===== config.mk =====
export PLATFORM = sky130hd
export DESIGN_NAME = spi_reg_bridge
export DESIGN_NICKNAME = d
export VERILOG_FILES = /design/src/rtl/bridge_pkg.sv /design/src/rtl/bridge_sync.sv /design/src/rtl/bridge_local_regs.sv /design/src/rtl/bridge_bus_master.sv /design/src/rtl/spi_reg_bridge.sv
export SDC_FILE = /design/constraint.sdc
export NUM_CORES = 1
export LEC_CHECK = 0
export ABC_AREA = 0
export BUFFER_PORTS_ARGS = -buffer_cell sky130_fd_sc_hd__buf_2
export CAP_MARGIN = 20
export CORE_MARGIN = 2
export CORE_UTILIZATION = 56
export CTS_BUF_LIST = sky130_fd_sc_hd__clkbuf_8
export DETAILED_ROUTE_END_ITERATION = 8
export MAX_ROUTING_LAYER = met4
export PLACE_DENSITY = 0.76
export SYNTH_ARGS = -nofsm -noshare
export SYNTH_HDL_FRONTEND = slang
export SYNTH_HIERARCHICAL = 1
export SYNTH_SLANG_ARGS = --single-unit

===== constraint.sdc =====
create_clock -name clk -period 2.6 [get_ports clk]
set_clock_uncertainty 0.15 [all_clocks]
set_input_delay 0.26 -clock clk [delete_from_list [all_inputs] [get_ports clk]]
set_output_delay 0.26 -clock clk [all_outputs]
set_load 0.01 [all_outputs]

===== src/rtl/bridge_pkg.sv =====
`timescale 1ns/1ps
package bridge_pkg;
  localparam int PAYLOAD_W = 32;

  typedef enum logic [2:0] {PH_IDLE, PH_ADDR, PH_PAD, PH_DATA, PH_DONE} phase_t;

  // Serial payload position -> word bit index for the selected layout
  function automatic logic [4:0] lane_bit(input logic [4:0] k, input logic be, input logic lsb);
    logic [1:0] byt;
    logic [2:0] bi;
    byt = be ? (2'd3 - k[4:3]) : k[4:3];
    bi  = lsb ? k[2:0] : (3'd7 - k[2:0]);
    return {byt, bi};
  endfunction

  // Rebuild a word from bits stored in arrival order
  function automatic logic [PAYLOAD_W-1:0] unpack_word(input logic [PAYLOAD_W-1:0] raw,
                                                       input logic be, input logic lsb);
    logic [PAYLOAD_W-1:0] w;
    w = '0;
    for (int k = 0; k < PAYLOAD_W; k++) w[lane_bit(5'(k), be, lsb)] = raw[k];
    return w;
  endfunction
endpackage


===== src/rtl/bridge_sync.sv =====
`timescale 1ns/1ps
module bridge_sync #(
  parameter int WIDTH = 1,
  parameter int STAGES = 2,
  parameter logic [WIDTH-1:0] RST_VAL = '0
) (
  input  logic             clk,
  input  logic             rst,
  input  logic [WIDTH-1:0] d,
  output logic [WIDTH-1:0] q
);
  logic [WIDTH-1:0] st [STAGES];

  always_ff @(posedge clk) begin
    if (rst) begin
      for (int i = 0; i < STAGES; i++) st[i] <= RST_VAL;
    end else begin
      st[0] <= d;
      for (int i = 1; i < STAGES; i++) st[i] <= st[i-1];
    end
  end

  assign q = st[STAGES-1];
endmodule


===== src/rtl/bridge_local_regs.sv =====
`timescale 1ns/1ps
module bridge_local_regs #(
  parameter int PAD_W = 4,
  parameter logic [7:0] IF_ID = 8'h02
) (
  input  logic        clk,
  input  logic        rst,
  input  logic        soft_rst,
  input  logic        wr_en,
  input  logic        wr_sel,     // 0: layout control, 1: config/status
  input  logic [31:0] wdata,
  input  logic        slow_set,
  output logic        cfg_be,
  output logic        cfg_lsb,
  output logic [PAD_W-1:0] pad,
  output logic        slow_flag,
  output logic [31:0] ctrl_word,
  output logic [31:0] cfg_word
);
  logic [7:0] ctrl_byte;

  always_ff @(posedge clk) begin
    if (rst || soft_rst) begin
      cfg_be    <= 1'b0;
      cfg_lsb   <= 1'b0;
      pad       <= '0;
      slow_flag <= 1'b0;
    end else begin
      if (wr_en && !wr_sel) begin
        cfg_be  <= wdata[0];
        cfg_lsb <= wdata[1];
      end
      if (wr_en && wr_sel) pad <= wdata[PAD_W-1:0];
      if (slow_set) slow_flag <= 1'b1;
      else if (wr_en && wr_sel && wdata[16]) slow_flag <= 1'b0;
    end
  end

  assign ctrl_byte = {cfg_be, cfg_lsb, 4'b0000, cfg_lsb, cfg_be};
  assign ctrl_word = {4{ctrl_byte}};

  always_comb begin
    cfg_word = '0;
    cfg_word[31:24] = IF_ID;
    cfg_word[16] = slow_flag;
    cfg_word[PAD_W-1:0] = pad;
  end

  p_flag_set_r7: assert property (@(posedge clk) disable iff (rst)
    slow_set && !soft_rst |=> slow_flag);
  p_flag_sticky_r7: assert property (@(posedge clk) disable iff (rst)
    slow_flag && !soft_rst && !(wr_en && wr_sel && wdata[16]) |=> slow_flag);
  p_flag_clear_r7: assert property (@(posedge clk) disable iff (rst)
    wr_en && wr_sel && wdata[16] && !slow_set |=> !slow_flag);
  p_soft_defaults_r10: assert property (@(posedge clk) disable iff (rst)
    soft_rst |=> !cfg_be && !cfg_lsb && pad == '0 && !slow_flag);
endmodule


===== src/rtl/bridge_bus_master.sv =====
`timescale 1ns/1ps
module bridge_bus_master #(
  parameter int AW = 23,
  parameter int DW = 32
) (
  input  logic          clk,
  input  logic          rst,
  input  logic          start,
  input  logic          st_we,
  input  logic [AW-1:0] st_addr,
  input  logic [DW-1:0] st_wdata,
  input  logic          bus_ack,
  input  logic [DW-1:0] bus_rdata,
  output logic          bus_req,
  output logic          bus_we,
  output logic [AW-1:0] bus_addr,
  output logic [DW-1:0] bus_wdata,
  output logic          rd_done,
  output logic [DW-1:0] rd_data
);
  always_ff @(posedge clk) begin
    if (rst) begin
      bus_req   <= 1'b0;
      bus_we    <= 1'b0;
      bus_addr  <= '0;
      bus_wdata <= '0;
      rd_done   <= 1'b0;
      rd_data   <= '0;
    end else begin
      rd_done <= 1'b0;
      if (bus_req) begin
        if (bus_ack) begin
          bus_req <= 1'b0;
          if (!bus_we) begin
            rd_data <= bus_rdata;
            rd_done <= 1'b1;
          end
        end
      end else if (start) begin
        bus_req   <= 1'b1;
        bus_we    <= st_we;
        bus_addr  <= st_addr;
        bus_wdata <= st_wdata;
      end
    end
  end

  p_req_hold_r8: assert property (@(posedge clk) disable iff (rst)
    bus_req && !bus_ack |=> bus_req && $stable(bus_addr) && $stable(bus_we) && $stable(bus_wdata));
  p_req_release_r8: assert property (@(posedge clk) disable iff (rst)
    bus_req && bus_ack |=> !bus_req);
endmodule


===== src/rtl/spi_reg_bridge.sv =====
`timescale 1ns/1ps
module spi_reg_bridge
  import bridge_pkg::*;
#(
  parameter int ADDR_W = 23,
  parameter int PAD_W = 4,
  parameter int SYNC_STAGES = 2
) (
  input  logic              clk,
  input  logic              rst,
  input  logic              soft_rst,
  input  logic              spi_sclk,
  input  logic              spi_cs_n,
  input  logic              spi_mosi,
  output logic              spi_miso,
  output logic              bus_req,
  output logic              bus_we,
  output logic [ADDR_W-1:0] bus_addr,
  output logic [PAYLOAD_W-1:0] bus_wdata,
  input  logic              bus_ack,
  input  logic [PAYLOAD_W-1:0] bus_rdata
);
  localparam int HDR_W = ADDR_W + 1;
  localparam int CNT_W = PAD_W + 3;
  localparam logic [CNT_W-1:0] HDR_LAST  = CNT_W'(HDR_W - 1);
  localparam logic [CNT_W-1:0] DATA_LAST = CNT_W'(PAYLOAD_W - 1);

  logic sclk_s, cs_n_s, mosi_s, sclk_d, rise, fall;
  phase_t phase;
  logic [CNT_W-1:0] cnt;
  logic [HDR_W-1:0] hdr;
  logic [PAYLOAD_W-1:0] raw, rd_word;
  logic fr_we, fr_local, rd_go, wr_go, rd_valid, slow_set;
  logic [ADDR_W-1:0] fr_addr;
  logic cfg_be, cfg_lsb, slow_flag, bm_rd_done;
  logic [PAD_W-1:0] pad;
  logic [PAYLOAD_W-1:0] ctrl_word, cfg_word, bm_rdata;

  bridge_sync #(.WIDTH(3), .STAGES(SYNC_STAGES), .RST_VAL(3'b010)) u_sync (
    .clk(clk), .rst(rst), .d({spi_sclk, spi_cs_n, spi_mosi}), .q({sclk_s, cs_n_s, mosi_s}));

  assign rise = sclk_s && !sclk_d;
  assign fall = !sclk_s && sclk_d;
  assign fr_local = (fr_addr >> 1) == '0;

  always_ff @(posedge clk) begin
    if (rst) begin
      phase <= PH_IDLE; cnt <= '0; hdr <= '0; raw <= '0;
      fr_we <= 1'b0; fr_addr <= '0; spi_miso <= 1'b0; sclk_d <= 1'b0;
      rd_go <= 1'b0; wr_go <= 1'b0; slow_set <= 1'b0;
      rd_valid <= 1'b0; rd_word <= '0;
    end else begin
      sclk_d   <= sclk_s;
      rd_go    <= 1'b0;
      wr_go    <= 1'b0;
      slow_set <= 1'b0;
      if (rd_go && fr_local) begin
        rd_word  <= fr_addr[0] ? cfg_word : ctrl_word;
        rd_valid <= 1'b1;
      end
      if (bm_rd_done) begin
        rd_word  <= bm_rdata;
        rd_valid <= 1'b1;
      end
      if (cs_n_s) begin
        phase    <= PH_IDLE;
        spi_miso <= 1'b0;
      end else begin
        case (phase)
          PH_IDLE: begin
            phase    <= PH_ADDR;
            cnt      <= '0;
            rd_valid <= 1'b0;
          end
          PH_ADDR: if (rise) begin
            hdr <= {hdr[HDR_W-2:0], mosi_s};
            cnt <= cnt + 1'b1;
            if (cnt == HDR_LAST) begin
              fr_we   <= hdr[HDR_W-2];
              fr_addr <= {hdr[ADDR_W-2:0], mosi_s};
              cnt     <= '0;
              if (hdr[HDR_W-2]) phase <= PH_DATA;
              else begin
                rd_go <= 1'b1;
                phase <= (pad == '0) ? PH_DATA : PH_PAD;
              end
            end
          end
          PH_PAD: if (rise) begin
            if (cnt == {pad, 3'b000} - 1'b1) begin
              phase <= PH_DATA;
              cnt   <= '0;
            end else cnt <= cnt + 1'b1;
          end
          PH_DATA: begin
            if (fall && !fr_we) begin
              spi_miso <= rd_valid ? rd_word[lane_bit(cnt[4:0], cfg_be, cfg_lsb)] : 1'b0;
              if (cnt == '0 && !rd_valid) slow_set <= 1'b1;
            end
            if (rise) begin
              if (fr_we) raw[cnt[4:0]] <= mosi_s;
              cnt <= cnt + 1'b1;
              if (cnt == DATA_LAST) begin
                phase <= PH_DONE;
                wr_go <= fr_we;
              end
            end
          end
          default: ;
        endcase
      end
    end
  end

  bridge_local_regs #(.PAD_W(PAD_W), .IF_ID(8'h02)) u_regs (
    .clk(clk), .rst(rst), .soft_rst(soft_rst),
    .wr_en(wr_go && fr_local), .wr_sel(fr_addr[0]),
    .wdata(unpack_word(raw, cfg_be, cfg_lsb)), .slow_set(slow_set),
    .cfg_be(cfg_be), .cfg_lsb(cfg_lsb), .pad(pad), .slow_flag(slow_flag),
    .ctrl_word(ctrl_word), .cfg_word(cfg_word));

  bridge_bus_master #(.AW(ADDR_W), .DW(PAYLOAD_W)) u_bus (
    .clk(clk), .rst(rst),
    .start((wr_go || rd_go) && !fr_local), .st_we(wr_go), .st_addr(fr_addr),
    .st_wdata(unpack_word(raw, cfg_be, cfg_lsb)),
    .bus_ack(bus_ack), .bus_rdata(bus_rdata),
    .bus_req(bus_req), .bus_we(bus_we), .bus_addr(bus_addr), .bus_wdata(bus_wdata),
    .rd_done(bm_rd_done), .rd_data(bm_rdata));

  p_local_nobus_r11: assert property (@(posedge clk) disable iff (rst)
    bus_req |-> (bus_addr >> 1) != '0);
  p_quiet_hdr_pad_r6: assert property (@(posedge clk) disable iff (rst)
    (phase == PH_ADDR || phase == PH_PAD) |-> !spi_miso);
  p_write_complete_r9: assert property (@(posedge clk) disable iff (rst)
    wr_go |-> phase == PH_DONE || cs_n_s);
endmodule


=== Yosys cells after proc, flatten, opt, wreduce, memory -nomap -nowiden ===
Memories as Yosys holds them, arrays and structs flattened.
Index checks and enable logic that the tools add are counted.

* Output and inout bits: 58
* Memories kept: 1
* RAM bits: 6
* Word-level logic and storage cells: 341
* Register bits: 224

{| class="wikitable"
|+ Memories
! memory !! words !! bits a word !! rd ports !! clocked after memory_dff !! wr ports !! RTL line !! source
|-
| u_sync.st || 2 || 3 || 2 || 0 || 2 || bridge_sync.sv:12 || <nowiki>logic [WIDTH-1:0] st [STAGES];</nowiki>
|}

* Muxes and demuxes: 150
* $lt $le $gt $ge: 67
* Add/subtract/negate cells: 4
* Reductions and logical operators: 71
* Equal/unequal tests: 12
* Bitwise gates (word level): 13

{| class="wikitable"
|+ Operator list
! operator !! count
|-
| $bwmux W32 || 32
|-
| $lt A5 B6 Y1 const B || 34
|-
| $demux W1 S5 || 33
|-
| $ge A5 B1 Y1 const B || 33
|-
| $mux W32 || 3
|-
| $mux W1 || 52
|-
| $mux W3 || 17
|-
| $logic_and A1 B1 Y1 || 43
|-
| $mux W7 || 5
|-
| $and A32 B32 Y32 || 1
|-
| $pmux W7 S4 || 1
|-
| $logic_not A23 Y1 || 1
|-
| $eq A7 B5 Y1 const B || 2
|-
| $ne A2 B2 Y1 const B || 6
|-
| $pmux W3 S4 || 1
|-
| $mux W2 || 5
|-
| $not A1 Y1 || 10
|-
| $reduce_or A5 Y1 || 2
|-
| $reduce_and A4 Y1 || 2
|-
| $add A7 B1 Y7 const B || 1
|-
| $eq A7 B7 Y1 || 1
|-
| $logic_not A7 Y1 || 1
|-
| $reduce_and A7 Y1 || 1
|-
| $sub A7 B1 Y7 const B || 1
|-
| 18 further kinds || 29
|}

=== Longest topological paths before layout ===
Gate-level depths: netlist of the first run.

* Word-level depth: 40
* Depth in mapped cells: 9
* Depth with buffers taken out: 8

=== Cells and area by module ===
Netlist of the first run, hierarchy kept.

{| class="wikitable"
|+ Modules (own cells, without submodules)
! module !! area an instance (um^2) !! times used !! seq. area each (um^2) !! cells each
|-
| spi_reg_bridge || 7,123.1 || 1 || 2,542.4 || 900
|-
| bridge_bus_master || 3,115.5 || 1 || 1,801.7 || 390
|-
| bridge_local_regs || 747.0 || 1 || 140.1 || 96
|-
| bridge_sync || 180.2 || 1 || 120.1 || 15
|}

=== Least setup slack after synthesis of the first run ===
OpenSTA, ideal clock, no wires.

* Path kind: flip-flop to flip-flop
* Start point: register u_regs.cfg_be
* End point: register spi_miso
* Arrival time: 2.319 ns
* Cell stages (with the launch flop): 7
* Slack: 0.035 ns
* Setup time: 0.095 ns
* Clock period less this slack: 2.565 ns
* Required time: 2.355 ns
* Path through: dfxtp_1 buf_4 xnor2_1 mux4_1 mux2_2 or4_1 o311ai_1

* Longest elaborated chain between the ends: 4

{| class="wikitable"
|+ Ends and longest elaborated chain
! element !! RTL line !! source
|-
| from (decl) || bridge_local_regs.sv:13 || <nowiki>output logic cfg_be,</nowiki>
|-
| from (signal assigned) || bridge_local_regs.sv:30 || <nowiki>cfg_be <= wdata[0];</nowiki>
|-
| $mux W2 || bridge_pkg.sv:11 || <nowiki>byt = be ? (2'd3 - k[4:3]) : k[4:3];</nowiki>
|-
| $bmux W1 S5 || spi_reg_bridge.sv:97 || <nowiki>spi_miso <= rd_valid ? rd_word[lane_bit(cnt[4:0], cfg_be, cfg_lsb)] : 1'b0;</nowiki>
|-
| $mux W1 (implied by the code) || spi_reg_bridge.sv:97 ||
|-
| $mux W1 || spi_reg_bridge.sv:97 ||
|-
| to (signal assigned) || spi_reg_bridge.sv:97 ||
|-
| to (decl) || spi_reg_bridge.sv:15 || <nowiki>output logic spi_miso,</nowiki>
|}

No other way between the ends. The select of a mux whose other input is x is not followed.
A chain may end at the register's enable or synchronous reset.

=== Final worst setup path of the first run ===
* Start point: register cnt[4]
* End point: register spi_miso

* Longest elaborated chain between the ends: 5

{| class="wikitable"
|+ Ends and longest elaborated chain
! element !! RTL line !! source
|-
| from (decl) || spi_reg_bridge.sv:30 || <nowiki>logic [CNT_W-1:0] cnt;</nowiki>
|-
| from (signal assigned) || spi_reg_bridge.sv:77 || <nowiki>cnt <= cnt + 1'b1;</nowiki>
|-
| from (signal assigned) || spi_reg_bridge.sv:93 || <nowiki>end else cnt <= cnt + 1'b1;</nowiki>
|-
| from (signal assigned) || spi_reg_bridge.sv:102 || <nowiki>cnt <= cnt + 1'b1;</nowiki>
|-
| $sub A2 B2 Y2 || bridge_pkg.sv:11 ||
|-
| $mux W2 * || bridge_pkg.sv:11 ||
|-
| $bmux W1 S5 * || spi_reg_bridge.sv:97 ||
|-
| $mux W1 (implied by the code) * || spi_reg_bridge.sv:97 ||
|-
| $mux W1 * || spi_reg_bridge.sv:97 ||
|}

Every way passes the cells marked *; elsewhere a longest branch is shown, timed or not. The select of a mux whose other input is x is not followed.

==> results of run 1 <==
-- power breakdown --
part	leakage (nW)	total (mW)	switching [mW]	internal (mW)
registers	1.85	3.54	0.00733	3.53
logic	2.32	0.184	0.103	0.0811
clock network	0.420	3.06	1.43	1.63
total	4.60	6.78	1.54	5.24
-- cells in the final DEF (no fill, tap or decap), drive strengths merged, types with 27 or more instances in the layout --
| master | synthesis | final |
|---|---|---|
| inv | 13 | 27 |
| nor2 | 139 | 139 |
| a21oi | 248 | 248 |
| mux4 | 36 | 36 |
| nand2 | 314 | 314 |
| dfxtp | 230 | 230 |
| o21ai | 34 | 34 |
| dlygate4sd3 | 0 | 39 |
| conb | 2 | 43 |
| mux2i | 41 | 41 |
| buf | 96 | 135 |
| clkbuf | 77 | 47 |
-- area by class of cell --
class	instances	area, um2	area share, %
multi-input cells	1026	5710	45.2
flip-flops and latches	230	4610	36.5
clock inverters	18	82.6	0.654
clock buffers	47	647	5.12
well taps	265	332	2.62
repair buffers	174	1200	9.52
inverters	13	48.8	0.386
-- critical path, delay by kind of cell (launching register included) --
family,cells,cell delay [ns]
AOI/OAI and AO/OA,1,0.10
DFF,1,0.32
xor gates and xnor gates,1,0.39
and+or+nand+nor,1,0.40
muxes,2,0.91
-- state kept, by name, summed over array words and instances, names as in the netlist, 3 cells and up --
register	cells
phase	3
hdr	23
fr_addr	23
u_bus/bus_wdata	32
cnt	7
rd_word	32
u_bus/bus_addr	23
u_bus/rd_data	32
raw	32
u_sync/st	6
u_regs/pad	4
-- final timing paths --
path                            slack (ns)         endpoint  depth (start not counted)            start
worst min register to register        0.26  u_sync/st[0][4]                          1  u_sync/st[0][1]
worst min-delay path                  0.19    u_regs/pad[0]                          3         soft_rst
worst max register to register        0.23         spi_miso                          5           cnt[4]
worst max-delay path                  0.23         spi_miso                          5           cnt[4]
-- logic make-up after synthesis --
| logic type | after synthesis | synth area share (%) |
|---|---|---|
| muxes | 79 | 11.3 |
| and+or+nand+nor | 559 | 21.1 |
| adders and majority gates | 6 | 0.672 |
| DFF | 230 | 41.2 |
| xor gates and xnor gates | 9 | 0.706 |
| buffers and inverters | 186 | 9.13 |
| AOI/OAI and AO/OA | 330 | 15.8 |
| other | 2 | 0.0673 |
-- metrics by stage --
| step | instances | power [mW] | util, % | instance area [um2] |
|---|---|---|---|---|
| 2_1_floorplan | 1442 | 3.75 | - | 11300 |
| 3_5_place_dp | 1669 | 3.75 | 59.0 | 11500 |
| 5_1_grt | 1773 | 7.01 | 64.7 | 12600 |
| 3_3_place_gp | 1668 | 3.75 | 58.8 | 11500 |
| 4_1_cts | 1773 | 6.83 | 64.7 | 12600 |
| 6_report | 1773 | 6.78 | 64.7 | 12600 |
-- what timing repair did --
action / CTS / global route
setup endpoints to repair: 0 / 0
hold endpoints to repair: 51 / 0
hold buffers: 39 / 0
setup buffers: 0 / 0
-- metal layers --
metal	share of wire, %	global-route usage, %	up-vias
met5	0	-	-
met4	2.2	6.96	0
met3	4.9	4.25	49
met2	48	41.3	260
met1	45	33.5	4480
li1	-	-	4833
==> results.ini, run 1 <==
[run_status]
status=complete, no violations

[drt]
routed_wl_mm=26.7
drt_first_iter_violations=672
num_vias=9622
post_drt_wl_per_cell_um=15.0
drt-pass1-iter-count=5
viasPerCell=5.43
drtAntennaViolNets=0
drc=0

[clock_network]
clock-sinks=230
cts_root_buf=clkbuf_8
cts_tree=yes
clk_path_buf_depth=3
cts_buffers=38
ctsHtreeMaxLevel=2
clkTransAtPathRegs_ns=0.06
clkLatencyLatePin_ns=0.54
cts_resized=0

[place]
io_buffer_count=96
dp_worst_setup_slack_ns=0.276
gp_congestion=0.896
dp_hpwl_mm=17.3

[sta]
slew_headroom_pct=38.1
setup_slack_ns=0.231
fin_crit_ns=2.37
worst_pin_slew_ns=0.929
fmax_ghz=0.422
tns_ns=0
rsz0062_at_grt=no
fin_crit_sh_pct=91.1
slew_viol_final=0
whs_ns=0.190
hold_viol=0
setup_viol=0

[global_route]
grt_pass1_wl_mm=43.9
grt_max_degree=89
grt_pass1_vias=8806
grt_util_all_layers_pct=25.6
antenna_found_initial=0
overflow=0

[synthesis]
ys.flop_type=dfxtp_1
yosys_warnings=6
synth-edff-count=0
netlist_top_cells_count=nand2_1, a21oi_1, dfxtp_1, nor2_1, buf_4
yosysTopAreaCellShare_pct=41.2
ys_ff_latch=230
ys_seq_area_share_pct=41.2
syn_area_um2=11200
synth.most_common_cell=nand2_1
async_reset_ff_share_pct=0
ys_types=58
syn_avg_cell_area_um2=7.97
yosys.area.top_type=dfxtp_1
syn_inst=1401
synthTopCellsByArea=dfxtp_1, a21oi_1, nand2_1

[worst_setup_path]
path_cells=xnor2_1, mux4_1, mux2_2, or4_1, o311ai_1
cp_slowest_cell=mux4_1
cpPeakStageDelay_ns=0.61
cp.required_ns=2.89
crit_arrival_ns=2.66
worstSetupPathType=flip-flop to flip-flop
crit_fanout=3
start_kind=flip-flop
endpoint_kind=flip-flop

[layout]
area.growth.synth_to_final_pct=13.1
nets=1528
nFillCells=1708
antenna_cells=0
drive_above_1_share_pct=15.5

[floorplan]
chipWidth_um=145
ios=97
die_area_um2=21100
start_util_pct=57.2
num_rows=51
die_h_um=145
core_um2=19500

[worst_hold_path]
hp-class=input pin to flip-flop

[power]
powerDensity_nw_per_um2=537
cellLeakagePower_nw=4.60
max-vdd-ir-drop_mv=0.411

[run]
maxCapViolations=0

Power figures use the tool's default switching activity.
==> run 2, diff against run 1 <==
--- a/config.mk
+++ b/config.mk
@@ -8,9 +8,9 @@
 export ABC_AREA = 0
 export BUFFER_PORTS_ARGS = -buffer_cell sky130_fd_sc_hd__buf_2
 export CAP_MARGIN = 20
-export CORE_MARGIN = 2
 export CORE_UTILIZATION = 56
 export CTS_BUF_LIST = sky130_fd_sc_hd__clkbuf_8
+export CTS_CLUSTER_SIZE = 40
 export DETAILED_ROUTE_END_ITERATION = 8
 export MAX_ROUTING_LAYER = met4
 export PLACE_DENSITY = 0.76
==> results.ini, run 2 (synthesis results as in run 1) <==
[run_status]
status=complete, no violations  ; unchanged

[drt]
routed_wl_mm=26.7  ; about the same
drt-pass1-iter-count=6  ; was 5
drtAntennaViolNets=0  ; unchanged
post_drt_wl_per_cell_um=15.0  ; about the same
drt_first_iter_violations=605  ; was 672
viasPerCell=5.44  ; was 5.43
num_vias=9709  ; was 9622
drc=0  ; unchanged

[floorplan]
num_rows=51  ; unchanged
die_area_um2=20500  ; was 21100 um2
chipWidth_um=143  ; was 145 um
ios=97  ; unchanged
core_um2=19500  ; unchanged
start_util_pct=57.2  ; unchanged
die_h_um=143  ; was 145 um

[power]
clkPwrFrac_pct=45.5  ; was 45.1%
p_int_mw=5.30  ; was 5.24 mW
power_mw=6.82  ; was 6.78 mW
powerDensity_nw_per_um2=533  ; was 537 nW/um2
sequentialPowerShare_pct=51.8  ; was 52.2%
max-vdd-ir-drop_mv=0.414  ; was 0.411 mV
swShare_pct=22.4  ; was 22.7%
netSwitchingPower_mw=1.53  ; was 1.54 mW
combinationalPowerShare_pct=2.7  ; about the same
cellLeakagePower_nw=4.71  ; was 4.60 nW

[global_route]
grt_pass1_vias=9100  ; was 8806
grt_max_degree=100  ; was 89
antenna_found_initial=0  ; unchanged
grt_pass1_wl_mm=43.7  ; was 43.9 mm
grt_util_all_layers_pct=27.3  ; was 25.6%
overflow=0  ; unchanged

[worst_hold_path]
hp-start=soft_rst  ; unchanged
min_to=u_regs/pad[3]  ; was u_regs/pad[0]
hp-class=input pin to flip-flop  ; unchanged
hold_depth=3  ; unchanged

[worst_setup_path]
worstSetupPathType=flip-flop to flip-flop  ; unchanged
crit_arrival_ns=2.76  ; was 2.66 ns
crit_path_frequent_cell=buf_4
cp.required_ns=2.92  ; was 2.89 ns
r2r_slack_ns=0.16  ; was 0.23 ns
path_cells=buf_4, buf_4, mux4_2, nand3_1, a21oi_1, nor2_1  ; was xnor2_1, mux4_1, mux2_2, or4_1, o311ai_1
crit_fanout=26  ; was 3
start_kind=flip-flop  ; unchanged
endpoint_kind=flip-flop  ; unchanged
cp_slowest_cell=mux4_2  ; was mux4_1
cpPeakStageDelay_ns=0.60  ; was 0.61 ns
r2r-start=u_regs/cfg_lsb  ; was cnt[4]
r2r_end=u_regs/slow_flag  ; was spi_miso
reg2reg_depth=6  ; was 5

[sta]
fmax_ghz=0.410  ; was 0.422 GHz
fin_crit_sh_pct=93.8  ; was 91.1%
slew_viol_final=0  ; unchanged
fin_crit_ns=2.44  ; was 2.37 ns
setup_slack_ns=0.162  ; was 0.231 ns
worst_pin_slew_ns=0.977  ; was 0.929 ns
rsz0062_at_grt=no  ; unchanged
setup_viol=0  ; unchanged
tns_ns=0  ; unchanged
hold_viol=0  ; unchanged
slew_headroom_pct=34.9  ; was 38.1%

[clock_network]
cts_resized=0  ; unchanged
clock-sinks=230  ; unchanged
clk_path_buf_depth=3  ; unchanged
cts_root_buf=clkbuf_8  ; unchanged
cts_tree=yes  ; unchanged
clkLatencyLatePin_ns=0.54  ; about the same
ctsHtreeMaxLevel=2  ; unchanged
cts_buffers=38  ; unchanged
clkTransAtPathRegs_ns=0.06  ; about the same

[layout]
drive_above_1_share_pct=15.0  ; was 15.5%
final_cell_mix=nand2_1, a21oi_1, dfxtp_1, nor2_1, buf_2  ; unchanged
final_common_cell=nand2_1  ; unchanged
nets=1539  ; was 1528
area.growth.synth_to_final_pct=14.7  ; was 13.1%
antenna_cells=0  ; unchanged

[place]
io_buffer_count=96  ; unchanged
dp_worst_setup_slack_ns=0.177  ; was 0.276 ns
dp_hpwl_mm=16.8  ; was 17.3 mm
gp_congestion=0.903  ; was 0.896

[run]
maxCapViolations=0  ; unchanged

run 2: cell count changes in the layout (fill, tap and decap cells not counted), sizes merged:
cell	delta
buf	-7
clkbuf	+2
inv	-1
clkinvlp	-1
dlygate4sd3	+18
run 2: power by group through the flow:
stage	logic, mW	clock network (mW)	registers, mW
floorplan	0.139	0	3.61
global placement	0.133	0	3.61
detailed placement	0.133	0	3.61
CTS	0.177	3.17	3.54
global route	0.202	3.32	3.54
finish	0.182	3.10	3.54
run 2: metal layers:
metal / GRT usage, % / routed length (um) / up-vias
li1: - / - / 4860
met1: 33.8 / 12000 / 4501
met2: 45.3 / 12700 / 295
met3: 4.29 / 1440 / 53
met4: 9.22 / 582 / 0
met5: - / 0 / -
run 2: cell type report:
| type | count | area [um2] |
|---|---|---|
| timing repair buffer | 185 | 1360 |
| sequential | 230 | 4610 |
| multi-input combinational | 1026 | 5710 |
| fill | 1679 | 6720 |
| clock inverter | 16 | 73.8 |
| tap | 265 | 332 |
| clock buffer | 49 | 674 |
| inverter | 13 | 48.8 |
run 2: per-stage QoR:
stage / instance area, um2 / cells / util (%) / hold slack, ns
after global placement: 11500 / 1661 / 58.7 / 0.260
final: 12800 / 1784 / 65.6 / 0.158
after CTS: 12800 / 1784 / 65.6 / 0.154
after detailed placement: 11500 / 1662 / 58.8 / 0.249
after floorplan: 11300 / 1442 / - / 0.182
after global routing: 12800 / 1784 / 65.6 / 0.181
run 2: worst max-delay path by stage:
stage,cells past startpoint,from,to
6_report,6,u_regs/cfg_lsb,u_regs/slow_flag
5_1_grt,6,cnt[2],phase[0]
4_1_cts,6,u_regs/cfg_lsb,u_regs/slow_flag
3_5_place_dp,6,u_regs/cfg_lsb,u_regs/slow_flag
3_3_place_gp,6,u_regs/cfg_lsb,u_regs/slow_flag
2_1_floorplan,6,u_regs/cfg_be,spi_miso
run 2: repair_timing:
action,4_1_cts,5_1_grt
hold buffers,57,0
buffers inserted,0,0
endpoints found under the hold margin,60,0
run 2: worst max-delay path, delay by kind of cell (launching register included):
| kind | cells | cell delay [ns] |
|---|---|---|
| buffers and inverters | 2 | 0.80 |
| multiplexers | 1 | 0.60 |
| flip-flops | 1 | 0.55 |
| AND/OR/NAND/NOR | 2 | 0.19 |
| AO/OA/AOI/OAI | 1 | 0.07 |
==> run 3, diff against run 2 <==
--- a/config.mk
+++ b/config.mk
@@ -8,12 +8,13 @@
 export ABC_AREA = 0
 export BUFFER_PORTS_ARGS = -buffer_cell sky130_fd_sc_hd__buf_2
 export CAP_MARGIN = 20
-export CORE_UTILIZATION = 56
+export CORE_UTILIZATION = 60
 export CTS_BUF_LIST = sky130_fd_sc_hd__clkbuf_8
+export CTS_CLUSTER_DIAMETER = 80
 export CTS_CLUSTER_SIZE = 40
 export DETAILED_ROUTE_END_ITERATION = 8
 export MAX_ROUTING_LAYER = met4
-export PLACE_DENSITY = 0.76
+export PLACE_DENSITY = 0.77
 export SYNTH_ARGS = -nofsm -noshare
 export SYNTH_HDL_FRONTEND = slang
 export SYNTH_HIERARCHICAL = 1
==> constraint.sdc (replaced) <==
create_clock -name clk -period 2.7 [get_ports clk]
set_clock_uncertainty 0.15 [all_clocks]
set_input_delay 0.27 -clock clk [delete_from_list [all_inputs] [get_ports clk]]
set_output_delay 0.27 -clock clk [all_outputs]
set_load 0.01 [all_outputs]
==> results.ini, run 3 (synthesis results as in run 1) <==
[run_status]
status=finished with violations  ; was complete, no violations
violations=design-rule violations

[layout]
nets=1503  ; was 1539
stdcell_area_um2=12100  ; was 12800 um2
area.growth.synth_to_final_pct=8.81  ; was 14.7%
nFillCells=1487  ; was 1679
final_cell_mix=nand2_1, a21oi_1, dfxtp_1, nor2_1, buf_2  ; unchanged
final_common_cell=nand2_1  ; unchanged
layoutNonFillerInstCount=1693  ; was 1784
drive_above_1_share_pct=13.2  ; was 15.0%
antenna_cells=0  ; unchanged

[place]
gp_congestion=0.923  ; was 0.903
dp_hpwl_mm=17.9  ; was 16.8 mm
placedCellCount=1623  ; was 1662
io_buffer_count=96  ; unchanged
place_area_um2=11400  ; was 11500 um2

[drt]
routed_wl_mm=27.4  ; was 26.7 mm
viasPerCell=5.72  ; was 5.44
drtAntennaViolNets=0  ; unchanged
num_vias=9690  ; was 9709
drt-pass1-iter-count=7  ; was 6
post_drt_wl_per_cell_um=16.2  ; was 15.0 um
drt_first_iter_violations=801  ; was 605
drc=10  ; was 0

[worst_setup_path]
start_kind=flip-flop  ; unchanged
reg2reg_depth=7  ; was 6
crit_fanout=14  ; was 26
r2r_end=u_bus/bus_req  ; was u_regs/slow_flag
r2r-start=fr_addr[6]  ; was u_regs/cfg_lsb
r2r_slack_ns=0.15  ; was 0.16 ns
worstSetupPathType=flip-flop to flip-flop  ; unchanged
cp.required_ns=3.01  ; was 2.92 ns
endpoint_kind=flip-flop  ; unchanged
crit_arrival_ns=2.86  ; was 2.76 ns

[sta]
hold_viol=0  ; unchanged
fmax_ghz=0.391  ; was 0.410 GHz
tns_ns=0  ; unchanged
slew_viol_final=0  ; unchanged
fin_crit_ns=2.55  ; was 2.44 ns
fin_crit_sh_pct=94.6  ; was 93.8%
slew_headroom_pct=29.5  ; was 34.9%
worst_pin_slew_ns=1.05  ; was 0.977 ns
setup_viol=0  ; unchanged

[clock_network]
cts_root_buf=clkbuf_8  ; unchanged
clkLatencyLatePin_ns=0.56  ; was 0.54 ns
clkTransAtPathRegs_ns=0.21  ; was 0.06 ns
ctsHtreeMaxLevel=1  ; was 2
clk_path_buf_depth=3  ; unchanged
clock-sinks=230  ; unchanged
cts_buffers=12  ; was 38
cts_tree=yes  ; unchanged
post_cts_buffers=0  ; unchanged

[floorplan]
chipWidth_um=138  ; was 143 um
die_area_um2=19200  ; was 20500 um2
num_rows=49  ; was 51
ios=97  ; unchanged
core_um2=18100  ; was 19500 um2
die_h_um=138  ; was 143 um
start_util_pct=61.7  ; was 57.2%

[worst_hold_path]
hold_depth=3  ; unchanged
hp-start=soft_rst  ; unchanged
min_to=u_regs/pad[1]  ; was u_regs/pad[3]
hp-class=input pin to flip-flop  ; unchanged

[power]
max-vdd-ir-drop_mv=0.308  ; was 0.414 mV
combinationalPowerShare_pct=3.4  ; was 2.7%
p_int_mw=3.99  ; was 5.30 mW
sequentialPowerShare_pct=65.2  ; was 51.8%
netSwitchingPower_mw=1.24  ; was 1.53 mW
powerDensity_nw_per_um2=431  ; was 533 nW/um2
clkPwrFrac_pct=31.4  ; was 45.5%
cellLeakagePower_nw=4.33  ; was 4.71 nW
swShare_pct=23.8  ; was 22.4%
power_mw=5.23  ; was 6.82 mW

[global_route]
grt_use_met3_pct=2.63  ; was 4.29%
grt_pass1_wl_mm=44.4  ; was 43.7 mm
overflow=0  ; unchanged
grt_util_all_layers_pct=29.0  ; was 27.3%
antenna_found_initial=0  ; unchanged
grt_busiest_layer=met2  ; unchanged
grt_pass1_vias=8825  ; was 9100
met2_usage_pct=49.0  ; was 45.3%
grt_max_degree=75  ; was 100
grt_use_met1_pct=36.8  ; was 33.8%

[run]
maxCapViolations=0  ; unchanged

## run 3: area by class of cell
cell class,count,area [um2],share of cell area [%]
Clock inverter,7,80.1,0.659
Tap cell,229,287,2.36
Clock buffer,13,179,1.47
Inverter,13,48.8,0.402
Sequential cell,230,4610,37.9
Multi-Input combinational cell,1027,5730,47.1
Timing Repair Buffer,174,1220,10.0
## run 3: power by group through the flow
stage	Clock, mW	Sequential [mW]	Combinational, mW
after detailed placement	0	3.48	0.128
after floorplan	0	3.47	0.134
final	1.64	3.41	0.179
after global routing	1.80	3.41	0.196
after CTS	1.67	3.41	0.172
after global placement	0	3.48	0.129
## run 3: timing repair
item	in CTS	in global routing
setup endpoints to repair	0	4
hold buffers	49	0
resized for setup	0	1
hold endpoints to repair	56	0
## run 3: layer usage
metal | share of wire (%) | vias to the layer above | routed length (um)
met2 | 49 | 289 | 13500
met5 | 0 | - | 0
met3 | 4.7 | 45 | 1300
met4 | 2.6 | 0 | 709
met1 | 43 | 4581 | 11900
li1 | - | 4775 | -
## run 3: critical path, cell delays in order, from the launching register on
cell and delay, ns:
dfxtp_1 0.36, or4_1 0.57, nor3_1 0.25, nor2_1 0.14, nand2b_2 0.12, buf_4 0.22, a21oi_1 0.08, dlygate4sd3_1 0.57
## run 3: how the worst max path moves through the flow
stage	startpoint	to	slack [ns]	cells after the start
2_1_floorplan	u_regs/cfg_be	spi_miso	0.14	6
3_3_place_gp	cnt[2]	spi_miso	0.36	6
3_5_place_dp	fr_addr[17]	u_bus/bus_wdata[30]	0.28	8
4_1_cts	fr_addr[13]	u_bus/bus_req	0.15	8
5_1_grt	fr_addr[6]	u_bus/bus_req	-0.00006	7
6_report	fr_addr[6]	u_bus/bus_req	0.15	7
## run 3: per-stage QoR
stage	utilization (%)	setup slack [ns]	hold slack, ns
final	67.2	0.145	0.158
after global routing	67.2	-0.0000584	0.129
after CTS	67.1	0.153	0.109
after detailed placement	62.9	0.277	0.254
after global placement	62.9	0.362	0.261
after floorplan	-	0.135	0.192
